===== src/rtl/sram_ctrl_pkg.sv =====
// Shared helpers and types for the asynchronous SRAM cycle controller.
// Assumes all timing inputs are non-negative nanosecond integers.
package sram_ctrl_pkg;

    // Round a nanosecond interval up to whole clock cycles, never below one.
    function automatic int unsigned ns_to_cycles(input int unsigned t_ns,
                                                 input int unsigned period_ns);
        int unsigned c;
        c = (t_ns + period_ns - 1) / period_ns;
        return (c == 0) ? 1 : c;
    endfunction

    function automatic int unsigned max_u(input int unsigned a,
                                          input int unsigned b);
        return (a > b) ? a : b;
    endfunction

    typedef enum logic [2:0] {
        ST_IDLE     = 3'd0,
        ST_RD_ACC   = 3'd1,
        ST_RD_TURN  = 3'd2,
        ST_WR_PULSE = 3'd3,
        ST_WR_HOLD  = 3'd4
    } seq_state_e;

endpackage


===== src/rtl/sram_interval_timer.sv =====
// Loadable down-counter that flags when an interval has run out.
// A load of N-1 on entry gives exactly N cycles before expiry ends the interval.
module sram_interval_timer #(
    parameter int CNT_W = 4
) (
    input  logic             clk,
    input  logic             rst_n,
    input  logic             load,
    input  logic [CNT_W-1:0] load_val,
    output logic             expired
);

    logic [CNT_W-1:0] cnt_q;

    // Count down to zero, reloading on request.
    always_ff @(posedge clk) begin
        if (!rst_n)
            cnt_q <= '0;
        else if (load)
            cnt_q <= load_val;
        else if (cnt_q != '0)
            cnt_q <= cnt_q - 1'b1;
    end

    assign expired = (cnt_q == '0);

endmodule


===== src/rtl/sram_seq_fsm.sv =====
// Access sequencer: accepts one request at a time, walks the read or write
// phases and drives the strobes and the bus drive enable from registers.
// Assumes phase counts already converted to cycles (each >= 1).
module sram_seq_fsm
    import sram_ctrl_pkg::*;
#(
    parameter int unsigned N_RD  = 9,
    parameter int unsigned N_WL  = 8,
    parameter int unsigned N_DH  = 1,
    parameter int unsigned N_HZ  = 4,
    parameter int unsigned N_RC  = 9,
    parameter int          CNT_W = 4
) (
    input  logic clk,
    input  logic rst_n,
    input  logic req_valid,
    input  logic req_write,
    output logic req_ready,
    output logic accept,
    output logic capture,
    output logic ce_n,
    output logic oe_n,
    output logic we_n,
    output logic drive_en
);

    localparam logic [CNT_W-1:0] LD_RD = CNT_W'(N_RD - 1);
    localparam logic [CNT_W-1:0] LD_WL = CNT_W'(N_WL - 1);
    localparam logic [CNT_W-1:0] LD_DH = CNT_W'(N_DH - 1);
    localparam logic [CNT_W-1:0] LD_HZ = CNT_W'(N_HZ - 1);
    localparam logic [CNT_W-1:0] LD_RC = CNT_W'(N_RC - 1);

    seq_state_e       state_q, state_d;
    logic             ph_load;
    logic [CNT_W-1:0] ph_val;
    logic             ph_exp;
    logic             cyc_exp;

    // Phase timer: length of the current read/write/turnaround phase.
    sram_interval_timer #(.CNT_W(CNT_W)) u_phase_tmr (
        .clk      (clk),
        .rst_n    (rst_n),
        .load     (ph_load),
        .load_val (ph_val),
        .expired  (ph_exp)
    );

    // Cycle timer: minimum spacing between access starts.
    sram_interval_timer #(.CNT_W(CNT_W)) u_cycle_tmr (
        .clk      (clk),
        .rst_n    (rst_n),
        .load     (accept),
        .load_val (LD_RC),
        .expired  (cyc_exp)
    );

    assign req_ready = (state_q == ST_IDLE) && cyc_exp;
    assign accept    = req_valid && req_ready;

    // Next-state and phase-timer load selection.
    always_comb begin
        state_d = state_q;
        ph_load = 1'b0;
        ph_val  = '0;
        capture = 1'b0;
        unique case (state_q)
            ST_IDLE: begin
                if (accept) begin
                    ph_load = 1'b1;
                    if (req_write) begin
                        state_d = ST_WR_PULSE;
                        ph_val  = LD_WL;
                    end else begin
                        state_d = ST_RD_ACC;
                        ph_val  = LD_RD;
                    end
                end
            end
            ST_RD_ACC: begin
                if (ph_exp) begin
                    state_d = ST_RD_TURN;
                    ph_load = 1'b1;
                    ph_val  = LD_HZ;
                    capture = 1'b1;
                end
            end
            ST_RD_TURN: begin
                if (ph_exp)
                    state_d = ST_IDLE;
            end
            ST_WR_PULSE: begin
                if (ph_exp) begin
                    state_d = ST_WR_HOLD;
                    ph_load = 1'b1;
                    ph_val  = LD_DH;
                end
            end
            ST_WR_HOLD: begin
                if (ph_exp)
                    state_d = ST_IDLE;
            end
            default: state_d = ST_IDLE;
        endcase
    end

    // State register and glitch-free registered pin controls.
    always_ff @(posedge clk) begin
        if (!rst_n) begin
            state_q  <= ST_IDLE;
            ce_n     <= 1'b1;
            oe_n     <= 1'b1;
            we_n     <= 1'b1;
            drive_en <= 1'b0;
        end else begin
            state_q  <= state_d;
            ce_n     <= !((state_d == ST_RD_ACC) || (state_d == ST_WR_PULSE));
            oe_n     <= !(state_d == ST_RD_ACC);
            we_n     <= !(state_d == ST_WR_PULSE);
            drive_en <= (state_d == ST_WR_PULSE) || (state_d == ST_WR_HOLD);
        end
    end

    AST_NO_DRIVE_UNDER_OE: assert property (@(posedge clk) disable iff (!rst_n)
        drive_en |-> oe_n);
    AST_OE_HIGH_IN_WRITE: assert property (@(posedge clk) disable iff (!rst_n)
        !we_n |-> (oe_n && !ce_n));
    AST_READY_ONLY_IDLE: assert property (@(posedge clk) disable iff (!rst_n)
        req_ready |-> (ce_n && oe_n && we_n && !drive_en));
    AST_DRIVE_AT_WE_FALL: assert property (@(posedge clk) disable iff (!rst_n)
        $fell(we_n) |-> drive_en);
    AST_DRIVE_AFTER_WE_RISE: assert property (@(posedge clk) disable iff (!rst_n)
        $rose(we_n) |-> drive_en);

endmodule


===== src/rtl/sram_bus_port.sv =====
// Data-path side of the controller: latches address and write data on
// acceptance, presents them to the pins, and captures read data on request.
// Assumes capture is a one-cycle pulse issued by the sequencer.
module sram_bus_port #(
    parameter int ADDR_W = 11,
    parameter int DATA_W = 8
) (
    input  logic              clk,
    input  logic              rst_n,
    input  logic              accept,
    input  logic [ADDR_W-1:0] req_addr,
    input  logic [DATA_W-1:0] req_wdata,
    input  logic              capture,
    input  logic              ce_n,
    input  logic [DATA_W-1:0] dq_in,
    output logic [ADDR_W-1:0] addr_q,
    output logic [DATA_W-1:0] wdata_q,
    output logic              rd_valid,
    output logic [DATA_W-1:0] rd_data
);

    // Hold address and write data from acceptance until the next acceptance.
    always_ff @(posedge clk) begin
        if (!rst_n) begin
            addr_q  <= '0;
            wdata_q <= '0;
        end else if (accept) begin
            addr_q  <= req_addr;
            wdata_q <= req_wdata;
        end
    end

    // Sample the bus at the end of the read access and flag it for one cycle.
    always_ff @(posedge clk) begin
        if (!rst_n) begin
            rd_valid <= 1'b0;
            rd_data  <= '0;
        end else begin
            rd_valid <= capture;
            if (capture)
                rd_data <= dq_in;
        end
    end

    AST_ADDR_STABLE: assert property (@(posedge clk) disable iff (!rst_n)
        (!ce_n && $past(!ce_n)) |-> $stable(addr_q));
    AST_RDV_SINGLE: assert property (@(posedge clk) disable iff (!rst_n)
        rd_valid |=> !rd_valid);

endmodule


===== src/rtl/sram_cycle_ctrl.sv =====
// Top of the asynchronous SRAM cycle controller. Converts nanosecond timing
// parameters to cycle counts and wires the sequencer to the data path.
// Assumes a single requester and a single byte-wide memory on the bus.
module sram_cycle_ctrl
    import sram_ctrl_pkg::*;
#(
    parameter int          ADDR_W        = 11,
    parameter int          DATA_W        = 8,
    parameter int unsigned CLK_PERIOD_NS = 8,
    parameter int unsigned T_ACC_NS      = 70,
    parameter int unsigned T_OE_ACC_NS   = 35,
    parameter int unsigned T_WP_NS       = 50,
    parameter int unsigned T_AW_NS       = 60,
    parameter int unsigned T_DS_NS       = 30,
    parameter int unsigned T_DH_NS       = 5,
    parameter int unsigned T_HZ_NS       = 25,
    parameter int unsigned T_RC_NS       = 70
) (
    input  logic              clk,
    input  logic              rst_n,
    input  logic              req_valid,
    output logic              req_ready,
    input  logic              req_write,
    input  logic [ADDR_W-1:0] req_addr,
    input  logic [DATA_W-1:0] req_wdata,
    output logic              rd_valid,
    output logic [DATA_W-1:0] rd_data,
    output logic [ADDR_W-1:0] sram_addr,
    output logic              sram_ce_n,
    output logic              sram_oe_n,
    output logic              sram_we_n,
    output logic [DATA_W-1:0] sram_dq_out,
    output logic              sram_dq_oe,
    input  logic [DATA_W-1:0] sram_dq_in
);

    localparam int unsigned N_RD = max_u(ns_to_cycles(T_ACC_NS, CLK_PERIOD_NS),
                                         ns_to_cycles(T_OE_ACC_NS, CLK_PERIOD_NS));
    localparam int unsigned N_WL = max_u(max_u(ns_to_cycles(T_WP_NS, CLK_PERIOD_NS),
                                               ns_to_cycles(T_AW_NS, CLK_PERIOD_NS)),
                                         ns_to_cycles(T_DS_NS, CLK_PERIOD_NS));
    localparam int unsigned N_DH = ns_to_cycles(T_DH_NS, CLK_PERIOD_NS);
    localparam int unsigned N_HZ = ns_to_cycles(T_HZ_NS, CLK_PERIOD_NS);
    localparam int unsigned N_RC = ns_to_cycles(T_RC_NS, CLK_PERIOD_NS);
    localparam int unsigned N_MAX = max_u(max_u(max_u(N_RD, N_WL), max_u(N_DH, N_HZ)), N_RC);
    localparam int          CNT_W = $clog2(N_MAX + 1);

    logic accept;
    logic capture;

    sram_seq_fsm #(
        .N_RD  (N_RD),
        .N_WL  (N_WL),
        .N_DH  (N_DH),
        .N_HZ  (N_HZ),
        .N_RC  (N_RC),
        .CNT_W (CNT_W)
    ) u_seq (
        .clk       (clk),
        .rst_n     (rst_n),
        .req_valid (req_valid),
        .req_write (req_write),
        .req_ready (req_ready),
        .accept    (accept),
        .capture   (capture),
        .ce_n      (sram_ce_n),
        .oe_n      (sram_oe_n),
        .we_n      (sram_we_n),
        .drive_en  (sram_dq_oe)
    );

    sram_bus_port #(
        .ADDR_W (ADDR_W),
        .DATA_W (DATA_W)
    ) u_port (
        .clk       (clk),
        .rst_n     (rst_n),
        .accept    (accept),
        .req_addr  (req_addr),
        .req_wdata (req_wdata),
        .capture   (capture),
        .ce_n      (sram_ce_n),
        .dq_in     (sram_dq_in),
        .addr_q    (sram_addr),
        .wdata_q   (sram_dq_out),
        .rd_valid  (rd_valid),
        .rd_data   (rd_data)
    );

    AST_DATA_HELD_WHILE_DRIVEN: assert property (@(posedge clk) disable iff (!rst_n)
        (sram_dq_oe && $past(sram_dq_oe)) |-> $stable(sram_dq_out));

endmodule


===== config.mk =====
export PLATFORM = sky130hd
export DESIGN_NAME = sram_cycle_ctrl
export DESIGN_NICKNAME = d
export VERILOG_FILES = /design/src/rtl/sram_ctrl_pkg.sv /design/src/rtl/sram_interval_timer.sv /design/src/rtl/sram_seq_fsm.sv /design/src/rtl/sram_bus_port.sv /design/src/rtl/sram_cycle_ctrl.sv
export SDC_FILE = /design/constraint.sdc
export NUM_CORES = 1
export LEC_CHECK = 0
export BUFFER_PORTS_ARGS = -buffer_cell sky130_fd_sc_hd__buf_2
export CAP_MARGIN = 20
export CORE_MARGIN = 2
export CORE_UTILIZATION = 35
export CTS_BUF_LIST = sky130_fd_sc_hd__clkbuf_4 sky130_fd_sc_hd__clkbuf_8
export DETAILED_ROUTE_END_ITERATION = 6
export PLACE_DENSITY_LB_ADDON = 0.08
export SLEW_MARGIN = 10
export SYNTH_ARGS = -nofsm -noshare
export SYNTH_HDL_FRONTEND = slang
export SYNTH_SLANG_ARGS = --single-unit

===== constraint.sdc =====
create_clock -name clk -period 1.7 [get_ports clk]
set_input_delay 0.17 -clock clk [delete_from_list [all_inputs] [get_ports clk]]
set_output_delay 0.17 -clock clk [all_outputs]
set_load 0.02 [all_outputs]

After elaboration in Yosys (flattened, before gate mapping)
Cells that the tools add are included.

Output and inout bits: 33. Register bits after elaboration: 43. Logic and storage cells: 57. Bits of input ports: 31.

Eq/ne operators: 7. Reductions and logical operators: 17. Add/sub/neg operators: 2. Bitwise gates (word level): 1. Mux-type cells: 18.

Operators by type and width (count): two-way mux 4 bit (6); two-way mux 3 bit (4); one-hot mux 3 bit (4 select lines) (1); equality test 3 x 2 -> 1 bit, second input constant (3); zero test 4 bit (2); one-hot mux 4 bit (2 select lines) (1); nonzero test 4 bit (2); subtractor 4 x 1 -> 4 bit, second input constant (2); equality test 3 x 1 -> 1 bit, second input constant (2); equality test 3 bit, second input constant (2); OR reduction 2 bit (3); two-way mux 2 bit (2); nonzero test 2 bit (2); zero test 1 bit (3); zero test 3 bit (1); two-way mux 1 bit (3); logical AND 1 bit (2); logical OR 1 bit (2); one-hot mux 1 bit (2 select lines) (1); inverter 1 bit (1).

Logic depth before layout (Yosys ltp)
Depth after elaboration: 8. Gate-level depth with buffers: 8. Mapped depth without buffers: 7.

By module
A second synthesis with hierarchy kept.

Cell total of the unflattened synthesis: 166. Area total of the unflattened synthesis: 1848.0 sq um.

By module, submodules not included: sram_bus_port (seq. area each 560.5 sq um, instances 1, cells an instance 88, area each 1052.3 sq um); sram_interval_timer (seq. area each 80.1 sq um, instances 2, cells an instance 23, area each 230.2 sq um); sram_seq_fsm (seq. area each 140.1 sq um, instances 1, cells an instance 32, area each 335.3 sq um).

Worst setup path before layout
No wires, ideal clock.

Path type: reg2out. Start: reg u_seq.u_cycle_tmr.cnt_q[0]. End: out req_ready. Setup slack: -194 ps. Cell stages (with the launch flop): 5. Data arrival time: 1724 ps. Required time: 1530 ps. Path buffers: 0. Cell sequence: dfxtp_1 inv_1 ha_1 or3b_2 nor4_1.

Longest elaborated chain between the ends: 2.

RTL lines: start: declaration (line sram_interval_timer.sv:13) `logic [CNT_W-1:0] cnt_q;`; start signal: assignment (line sram_interval_timer.sv:20) `cnt_q <= load_val;`; start signal: assignment (line sram_interval_timer.sv:22) `cnt_q <= cnt_q - 1'b1;`; zero test 4 bit (line sram_interval_timer.sv:25) `assign expired = (cnt_q == '0);`; logical AND 1 bit (line sram_seq_fsm.sv:57) `assign req_ready = (state_q == ST_IDLE) && cyc_exp;`; end: declaration (line sram_cycle_ctrl.sv:22) `output logic req_ready,`.

Every way passes these cells.

Worst setup path after layout
Start: reg u_seq.u_cycle_tmr.cnt_q[0]. End: reg u_port.wdata_q[7].

Longest elaborated chain between the ends: 3.

RTL lines: zero test 4 bit (line sram_interval_timer.sv:25); logical AND 1 bit (line sram_seq_fsm.sv:57); logical AND 1 bit (line sram_seq_fsm.sv:58) `assign accept = req_valid && req_ready;`; end signal: assignment (line sram_bus_port.sv:29) `wdata_q <= req_wdata;`; end: declaration (line sram_bus_port.sv:17) `output logic [DATA_W-1:0] wdata_q,`.

Every way passes these cells. A chain may end at the register's enable or synchronous reset.

==> impl_metrics.json <==
{
  "rsz0062_at_grt": "true",
  "h-tree-depth": 2,
  "wl_per_cell_um": 12.2,
  "drc": 0,
  "cp.required_ns": 1.93,
  "root_buffer": "clkbuf_8",
  "start_util_pct": 36.1,
  "yosysMostFrequentCell": "nand2_1",
  "synth_top_area_share_pct": 50.5,
  "cts_hold_buf": 0,
  "fill_cells": 450,
  "cap_viol_max_count": 0,
  "reg2reg_to": "u_port.wdata_q[7]",
  "multiInputGateArea_um2": 935,
  "final_layout_size_suffix_gt1_share_pct": 52.4,
  "status": "finished, violations left",
  "vias_per_cell": 4.60,
  "max_slew_margin_pct": 68.2,
  "dieArea_um2": 5440,
  "synthTopCellsByCount": "nand2_1 (58), dfxtp_1 (43), a21oi_1 (29)",
  "drt_iter0_markers": 49,
  "min_period_ns": 1.74,
  "r2r_slack_ns": -0.04,
  "power_density_nw_per_um2": 1720,
  "ys_ff_latch": 43,
  "syn_inst": 201,
  "hold_path_class": "in2reg",
  "core_um2": 4720,
  "synth.cell_area_um2": 1700,
  "cts_num_sinks": 43,
  "worstHoldStart": "req_wdata[0]",
  "fin_nets": 321,
  "r2r-start": "u_seq.u_cycle_tmr.cnt_q[0]",
  "syn_avg_cell_area_um2": 8.48,
  "io_pins": 64,
  "cts_tree": "done",
  "grt_pass1_wl_um": 6320,
  "utilization_pct": 55.5,
  "crit_path_end_kind": "flop",
  "synth_warnings": 0,
  "grt_pass1_vias": 1405,
  "drt_wl_total_um": 4340,
  "row_count": 25,
  "irDropWorstVdd_mv": 0.818,
  "hpwl_um": 2700,
  "synth-async-reset-ratio_pct": 0,
  "slew_viol_final": 0,
  "setup_viol": 18,
  "grt_max_degree": 35,
  "fmax_mhz": 574,
  "final_area_um2": 2620,
  "worstRegToRegCells": 9,
  "clk_pin_slew_ns": 0.08,
  "grt_use_total_pct": 14.9,
  "dp_slack_ns": -0.0295,
  "vias": 1632,
  "synth_top_flop_cell": "dfxtp_1",
  "p_leak_uw": 0.00114,
  "yosysSeqAreaShare_pct": 50.5,
  "fin_crit_sh_pct": 103,
  "gr-total-overflow": 0,
  "postPlaceCellArea_um2": 2150,
  "crit_type": "reg2reg",
  "syn_nets": 235,
  "die_height_um": 73.8,
  "start_kind": "flop",
  "regArea_um2": 866,
  "grt_antenna_before_repair": 0,
  "synth-edff-count": 0,
  "final_antenna_net_count": 0,
  "hold_viol_final": 0,
  "worstPathMaxFanout": 8,
  "synth_area_leaders": "dfxtp_1 (51%), nand2_1 (13%), a21oi_1 (8.5%)",
  "violations": "negative setup slack",
  "cts.path.max_buffers": 2,
  "synth_top_cell_by_area": "dfxtp_1",
  "cts_buffers": 5,
  "dr.pass1.iters": 2,
  "power.total_uw": 4510,
  "die_w_um": 73.8,
  "synth_cell_types": 34,
  "n_antenna_cell": 0,
  "clk_latency_ns": 0.29,
  "worst_slew_pin_slew_ns": 0.478,
  "place_congestion": 0.722,
  "min_path_cells": 3,
  "fin_skew_ns": 0.00967,
  "syn_to_final_growth_pct": 53.7,
  "io_buffers": 63,
  "arrival_ns": 1.97,
  "worst_slack_ns": -0.0426,
  "hold_end": "u_port.wdata_q[0]"
}
[timing repair]
action,CTS,global route
pin swaps,2,19
endpoints found under the setup margin,10,34
gates cloned,0,2
endpoints found under the hold margin,0,0
buffers inserted,4,8
gates resized for setup,4,53
[final cells by class]
type                            count  share of cell area (%)
Clock buffer                        6                    3.15
Clock inverter                      2                    1.34
Inverter                            7                    1.00
Multi-Input combinational cell    141                    35.7
Sequential cell                    43                    33.0
Tap cell                           67                    3.20
Timing Repair Buffer               89                    22.6
[worst max-delay path by stage]
stage,startpoint,to,slack [ns]
after floorplan,u_seq.u_phase_tmr.cnt_q[1],u_port.rd_data[0],-0.03
after global placement,u_seq.u_phase_tmr.cnt_q[1],u_seq.u_phase_tmr.cnt_q[1],-0.0009
after detailed placement,u_seq.u_phase_tmr.cnt_q[1],u_port.rd_data[3],-0.03
after CTS,u_seq.u_cycle_tmr.cnt_q[0],req_ready,-0.09
after global routing,u_seq.u_cycle_tmr.cnt_q[0],u_port.wdata_q[7],-0.10
final,u_seq.u_cycle_tmr.cnt_q[0],u_port.wdata_q[7],-0.04
[state kept, by name (all words and copies together) (netlist names)]
register and flops:
u_port.rd_data 8, u_seq.u_phase_tmr.cnt_q 4, u_seq.u_cycle_tmr.cnt_q 4, u_port.rd_valid 1, u_seq.oe_n 1, u_port.wdata_q 8, u_seq.we_n 1, u_seq.drive_en 1
u_seq.state_q 3, u_seq.ce_n 1, u_port.addr_q 11
[through the flow]
| stage | TNS [ns] | hold WS [ns] | instances |
|---|---|---|---|
| detailed placement | -0.0349 | 0.416 | 333 |
| global placement | -0.000884 | 0.413 | 333 |
| floorplan | -0.217 | 0.243 | 201 |
| finish | -0.488 | 0.106 | 355 |
| global route | -2.02 | 0.0968 | 355 |
| CTS | -0.564 | 0.0979 | 345 |
[cells by family (layout without fill, tap and decap cells)]
family | Yosys count | count (layout) | synth area share (%)
AO/OA/AOI/OAI | 44 | 44 | 14.5
adder cells (fa/ha/maj) | 3 | 3 | 2.20
XOR/XNOR | 1 | 1 | 0.514
buffers and inverters | 17 | 104 | 6.09
flip-flops | 43 | 43 | 50.5
AND/OR/NAND/NOR | 93 | 93 | 26.1
[per-layer routing]
metal	vias up	routed length, um	global-route usage, %
li1	843	-	-
met1	746	2010	19.7
met2	38	2080	22.9
met3	5	207	4.66
met4	0	39	4.85
met5	-	0	0
[report_power, final]
part / internal (uW) / switching [uW] / leakage, uW / total, uW
clock: 476 / 348 / 0.0000612 / 823
combinational: 1110 / 1180 / 0.000725 / 2290
sequential: 1260 / 143 / 0.000352 / 1400
total: 2840 / 1670 / 0.00114 / 4510
[worst max-delay path: stages, from the launching register on]
cell       delay, ns
dfxtp_2         0.34
inv_2           0.08
ha_4            0.13
or3b_4          0.41
buf_6           0.14
nor2_4          0.11
buf_12          0.14
clkbuf_16       0.16
nand2_2         0.06
a21oi_2         0.11
[cell usage in the layout (no fill, tap or decap), drive strengths merged]
cell type  instances
nor3               4
nand2b             2
or4b               1
and3               2
o21ai              4
a21oi             30
xnor2              1
nor3b              3
ha                 3
a211oi             2
clkinv             2
o21a               1
or3b               2
nand3              2
nand3b             3
bufinv             1
a211o              1
nor4               2
inv                6
o211a              1
clkbuf             8
nor2              10
or3                2
dfxtp             43
buf               87
or2                1
a22oi              1
a31oi              4
nand2             59
No activity file was read; power rests on OpenSTA's default activity.
